### src/rtl/flash_id_pkg.sv
package flash_id_pkg;
  typedef enum logic [1:0] {
    CMD_NONE = 2'b00,
    CMD_ID   = 2'b01,
    CMD_RST  = 2'b10,
    CMD_RSVD = 2'b11
  } fid_cmd_e;
endpackage

### src/rtl/fid_rst_sync.sv
module fid_rst_sync #(
  parameter int STAGES = 2
) (
  input  logic clk,
  input  logic rst_async_n,
  output logic rst_sync_n
);
  logic [STAGES-1:0] chain_q;
  logic [STAGES-1:0] chain_nxt;

  generate
    for (genvar s = 0; s < STAGES; s++) begin : g_stage
      if (s == 0) begin : g_first
        assign chain_nxt[s] = 1'b1;
      end else begin : g_rest
        assign chain_nxt[s] = chain_q[s-1];
      end
    end
  endgenerate

  always_ff @(posedge clk or negedge rst_async_n) begin
    if (!rst_async_n) chain_q <= '0;
    else              chain_q <= chain_nxt;
  end

  assign rst_sync_n = chain_q[STAGES-1];
endmodule

### src/rtl/fid_mode_ctrl.sv
module fid_mode_ctrl
  import flash_id_pkg::*;
(
  input  logic       clk,
  input  logic       rst_n,
  input  logic       cmd_valid,
  input  logic [1:0] cmd_code,
  output logic       id_mode
);
  fid_cmd_e cmd;
  logic     mode_q;
  logic     mode_nxt;

  assign cmd = fid_cmd_e'(cmd_code);

  always_comb begin
    mode_nxt = mode_q;
    if (cmd_valid) begin
      case (cmd)
        CMD_ID:  mode_nxt = 1'b1;
        CMD_RST: mode_nxt = 1'b0;
        default: mode_nxt = mode_q;
      endcase
    end
  end

  always_ff @(posedge clk or negedge rst_n) begin
    if (!rst_n) mode_q <= 1'b0;
    else        mode_q <= mode_nxt;
  end

  assign id_mode = mode_q;

  p_id_enter_r3: assert property (@(posedge clk) disable iff (!rst_n)
    (cmd_valid && cmd_code == 2'b01) |=> id_mode);
  p_persist_r3: assert property (@(posedge clk) disable iff (!rst_n)
    !cmd_valid |=> $stable(id_mode));
  p_reset_exit_r8: assert property (@(posedge clk) disable iff (!rst_n)
    (cmd_valid && cmd_code == 2'b10) |=> !id_mode);
  p_rsvd_ignored_r10: assert property (@(posedge clk) disable iff (!rst_n)
    (cmd_valid && (cmd_code == 2'b00 || cmd_code == 2'b11)) |=> $stable(id_mode));
endmodule

### src/rtl/fid_id_sel.sv
module fid_id_sel #(
  parameter int          ADDR_W   = 17,
  parameter int          SECT_LSB = 12,
  parameter int          DATA_W   = 8,
  parameter logic [7:0]  MFR_CODE = 8'h3C,
  parameter logic [7:0]  DEV_CODE = 8'h5B,
  localparam int         SECT_W   = ADDR_W - SECT_LSB,
  localparam int         NUM_SECT = 1 << SECT_W
) (
  input  logic [ADDR_W-1:0]   addr,
  input  logic [NUM_SECT-1:0] sect_prot,
  output logic [DATA_W-1:0]   id_word
);
  localparam logic [SECT_LSB-1:0] OFS_MFR  = SECT_LSB'(0);
  localparam logic [SECT_LSB-1:0] OFS_DEV  = SECT_LSB'(1);
  localparam logic [SECT_LSB-1:0] OFS_PROT = SECT_LSB'(2);

  logic [SECT_LSB-1:0] offset;
  logic [SECT_W-1:0]   sector;

  assign offset = addr[SECT_LSB-1:0];
  assign sector = addr[ADDR_W-1:SECT_LSB];

  always_comb begin
    id_word = '0;
    case (offset)
      OFS_MFR:  id_word = DATA_W'(MFR_CODE);
      OFS_DEV:  id_word = DATA_W'(DEV_CODE);
      OFS_PROT: id_word[0] = sect_prot[sector];
      default:  id_word = '0;
    endcase
  end
endmodule

### src/rtl/flash_id_read.sv
module flash_id_read #(
  parameter int         ADDR_W      = 17,
  parameter int         SECT_LSB    = 12,
  parameter int         DATA_W      = 8,
  parameter int         SYNC_STAGES = 2,
  parameter logic [7:0] MFR_CODE    = 8'h3C,
  parameter logic [7:0] DEV_CODE    = 8'h5B,
  localparam int        NUM_SECT    = 1 << (ADDR_W - SECT_LSB)
) (
  input  logic                clk,
  input  logic                rst_n,
  input  logic                cmd_valid,
  input  logic [1:0]          cmd_code,
  input  logic [ADDR_W-1:0]   rd_addr,
  input  logic [NUM_SECT-1:0] sect_prot,
  input  logic [DATA_W-1:0]   array_data,
  input  logic                rd_en,
  output logic [DATA_W-1:0]   rd_data,
  output logic                id_mode
);
  logic              rst_int_n;
  logic [DATA_W-1:0] id_word;
  logic [DATA_W-1:0] data_q;
  logic [DATA_W-1:0] data_nxt;

  fid_rst_sync #(.STAGES(SYNC_STAGES)) i_rst_sync (
    .clk         (clk),
    .rst_async_n (rst_n),
    .rst_sync_n  (rst_int_n)
  );

  fid_mode_ctrl i_mode_ctrl (
    .clk       (clk),
    .rst_n     (rst_int_n),
    .cmd_valid (cmd_valid),
    .cmd_code  (cmd_code),
    .id_mode   (id_mode)
  );

  fid_id_sel #(
    .ADDR_W   (ADDR_W),
    .SECT_LSB (SECT_LSB),
    .DATA_W   (DATA_W),
    .MFR_CODE (MFR_CODE),
    .DEV_CODE (DEV_CODE)
  ) i_id_sel (
    .addr      (rd_addr),
    .sect_prot (sect_prot),
    .id_word   (id_word)
  );

  always_comb begin
    data_nxt = data_q;
    if (rd_en) data_nxt = id_mode ? id_word : array_data;
  end

  always_ff @(posedge clk or negedge rst_int_n) begin
    if (!rst_int_n) data_q <= '0;
    else            data_q <= data_nxt;
  end

  assign rd_data = data_q;

  p_array_pass_r2: assert property (@(posedge clk) disable iff (!rst_int_n)
    (rd_en && !id_mode) |=> rd_data == $past(array_data));
  p_prot_upper_zero_r6: assert property (@(posedge clk) disable iff (!rst_int_n)
    (rd_en && id_mode && rd_addr[SECT_LSB-1:0] == SECT_LSB'(2))
      |=> rd_data[DATA_W-1:1] == '0);
  p_hold_r9: assert property (@(posedge clk) disable iff (!rst_int_n)
    !rd_en |=> $stable(rd_data));
  p_reset_state_r1: assert property (@(posedge clk)
    !rst_n |-> (rd_data == '0 && !id_mode));
endmodule

### config.mk
export PLATFORM = sky130hd
export DESIGN_NAME = flash_id_read
export DESIGN_NICKNAME = d
export VERILOG_FILES = /design/src/rtl/flash_id_pkg.sv /design/src/rtl/fid_rst_sync.sv /design/src/rtl/fid_mode_ctrl.sv /design/src/rtl/fid_id_sel.sv /design/src/rtl/flash_id_read.sv
export SDC_FILE = /design/constraint.sdc
export NUM_CORES = 1
export LEC_CHECK = 0
export BUFFER_PORTS_ARGS = -buffer_cell sky130_fd_sc_hd__buf_2
export CAP_MARGIN = 30
export CORE_ASPECT_RATIO = 0.8
export CORE_MARGIN = 2
export CORE_UTILIZATION = 39
export CTS_CLUSTER_DIAMETER = 40
export DETAILED_ROUTE_END_ITERATION = 10
export PLACE_DENSITY = 0.77
export SYNTH_ARGS = -nofsm -noshare
export SYNTH_HDL_FRONTEND = slang
export SYNTH_HIERARCHICAL = 1
export SYNTH_SLANG_ARGS = --single-unit
### constraint.sdc
create_clock -name clk -period 0.8 [get_ports clk]
set_input_delay 0.08 -clock clk [delete_from_list [all_inputs] [get_ports clk]]
set_output_delay 0.08 -clock clk [all_outputs]
set_load 0.01 [all_outputs]
==> impl_metrics.tcl <==
set metrics [dict create \
    cts.sinks 11 \
    dr_total_vias 964 \
    cts_buffer_depth 2 \
    rows 15 \
    finalHoldViolCount 0 \
    start_util_pct 42.1 \
    gp_congestion 0.777 \
    powerDensity_mw_per_mm2 1150 \
    crit_path_max_incr_delay_ps 500 \
    grt_max_degree 17 \
    yosysSeqAreaShare_pct 29.8 \
    netlist_top_cells_area "dfrtp_1, mux2i_1, mux4_1" \
    cp-end-kind "flop" \
    core_mm2 0.00220 \
    drc 0 \
    placed_area_mm2 0.00136 \
    regArea_um2 275 \
    hpwl_um 2170 \
    clk_pin_slew_ps 70 \
    p_clk_share_pct 21.5 \
    violations "negative setup slack" \
    drt_iter0_markers 21 \
    setup_viol_count_final 17 \
    grt_first_pass_wirelength_um 4210 \
    viasPerCell 4.94 \
    setup_ws_ps -603 \
    ant_nets 0 \
    track_usage_pct 20.4 \
    hp-class "in2reg" \
    p_seq_share_pct 37.6 \
    final.period_utilization_pct 175 \
    cpMostUsedCell "mux2i_1" \
    final_common_cell "buf_2" \
    dp.cells 186 \
    p_sw_w 0.000508 \
    insertedDiodeCount 0 \
    syn_inst 87 \
    fillCellCount 174 \
    clk_latency_ps 270 \
    peakVddDrop_mv 0.951 \
    drt-total-wl_um 2630 \
    syn2layout_area_growth_pct 64.1 \
    finalInstanceArea_mm2 0.00152 \
    status "complete, but fails checks" \
    p_int_w 0.00124 \
    h-tree-depth 1 \
    clock_skew_ps 2.07 \
    rsz0062_at_grt "yes" \
    cts_root_buf "clkbuf_4" \
    syn_area_um2 923 \
    arrival_ps 1600 \
    synth_top_area_share_pct 29.8 \
    synth-seq-cells 11 \
    ios 72 \
    dieArea_mm2 0.00278 \
    swShare_pct 29.1 \
    critPathTopFamily "multiplexers" \
    combPwrFrac_pct 40.9 \
    fp.dieH_um 47.5 \
    syn_avg_cell_area_um2 10.6 \
    crit_path_top_delay_cell "mux4_2" \
    synth_top_cell_by_area "dfrtp_1" \
    period_needed_ps 1400 \
    synth_nets 151 \
    worstPathRequired_ps 1000 \
    crit_buf_inv 2 \
    die_width_um 58.4 \
    worstPathCellList "buf_12 -> buf_8 -> mux2i_1 -> mux4_2 -> a2111oi_4 -> a31o_1 -> mux2i_1 -> a21oi_1" \
    multi_input_area_um2 602 \
    gr-total-overflow 0 \
    pre_cts_ws_ps -993 \
    power.total_w 0.00174 \
    ys_warn_count 6 \
    timing.fmax_mhz 713 \
    maxCapViolations 0 \
    startpoint_type "input pin" \
    nets 235 \
    drive_above_1_share_pct 64.1 \
    synth.distinct_cells 26 \
    cp_max_fo 5 \
    cts_tree "done" \
    p_leak_nw 0.801 \
    critPathKind "in2reg" \
    first_pass_iters 4 \
    grt_antenna_before_repair 0 \
    final_cell_mix "buf_2, mux2i_1, buf_6, dfrtp_1" \
    slew_viol_final 0 \
    cts_buffers 3 \
    portBuffers 71 \
    wl_per_cell_um 13.5 \
    fin_cells 195 \
    first_global_vias 1013 \
]
## state kept, by name, indices dropped and copies added (netlist names)
name                 count
rd_data                  8
i_rst_sync/chain_q       2
i_mode_ctrl/id_mode      1
## kinds of logic after synthesis
group	Yosys count	share of synthesized area (%)
AOI/OAI and AO/OA	12	9.21
adders and majority gates	1	1.35
and+or+nand+nor	22	12.5
buffers and inverters	13	11.5
other	2	0.813
muxes	26	34.8
DFF	11	29.8
## path summary, 6_finish.rpt
kind,start,to,slack (ps),depth (start not counted)
max,rd_addr[12],rd_data[0],-600,8
min,cmd_valid,i_mode_ctrl/id_mode,90,3
max reg2reg,i_mode_ctrl/id_mode,rd_data[4],-170,3
min reg2reg,i_rst_sync/chain_q[1],rd_data[6],150,0
max in group asynchronous,i_rst_sync/chain_q[1],rd_data[2],380,0
min in group asynchronous,rst_n,i_rst_sync/chain_q[1],120,2
## synthesized netlist by cell type
| library cell | instances |
|---|---|
| a21oi_1 | 7 |
| mux2i_1 | 19 |
| a21oi_2 | 1 |
| buf_4 | 5 |
| nor4_1 | 2 |
| nor3b_1 | 1 |
| a31o_1 | 1 |
| clkbuf_1 | 1 |
| nand3b_1 | 2 |
| o311ai_0 | 2 |
| buf_12 | 1 |
| mux2_2 | 3 |
| mux4_1 | 2 |
| mux4_2 | 2 |
| and2_1 | 1 |
| buf_6 | 3 |
| ha_1 | 1 |
| nor2_1 | 11 |
| nand2_1 | 1 |
| nor3_1 | 1 |
| inv_1 | 3 |
| dfrtp_1 | 11 |
| nand2b_4 | 1 |
| a2111oi_2 | 1 |
| nand3_1 | 2 |
| conb_1 | 2 |
## layout make-up
type / instances / area share, %
tap: 25 / 2.06
clock buffer: 4 / 1.73
multi-input combinational: 63 / 39.7
inverter: 3 / 0.743
sequential: 11 / 18.2
timing repair buffer: 89 / 37.6
## power groups by stage
stage                     Clock [W]  Sequential [W]  Combinational [W]
after floorplan                   0        0.000687           0.000309
after global placement            0        0.000660           0.000588
after detailed placement          0        0.000662           0.000609
after CTS                  0.000382        0.000653           0.000696
after global routing       0.000429        0.000661           0.000778
final                      0.000375        0.000655           0.000713
## metrics by stage
stage | TNS [ps] | hold slack, ps | util (%)
floorplan | -2060 | -216 | -
global placement | -3300 | -135 | 61.7
detailed placement | -3970 | -134 | 61.7
CTS | -2650 | 95.2 | 67.9
global route | -3430 | 90.3 | 69.0
finish | -2640 | 92.9 | 69.0
## metal layers
metal	vias to the layer above	wire [um]	part of all wire, %	GRT usage [%]
li1	478	-	-	-
met1	436	1000	38	22.6
met2	42	1400	53	39.1
met3	8	172	6.5	5.41
met4	0	60	2.3	6.51
met5	-	0	0	0
## worst register-to-register path: cells and delay by family (launching register included)
| family | cells | cell delay [ps] |
|---|---|---|
| flip-flops | 1 | 390 |
| AO/OA/AOI/OAI | 1 | 70 |
| multiplexers | 1 | 230 |
| buffers and inverters | 1 | 150 |
## repair_timing
action / in CTS / in global routing
endpoints found under the hold margin: 2 / 0
pin swaps: 9 / 9
setup endpoints to repair: 17 / 18
buffers inserted: 5 / 0
gates resized for setup: 16 / 8
hold buffers: 1 / 0
No activity file was read; power rests on OpenSTA's default activity.
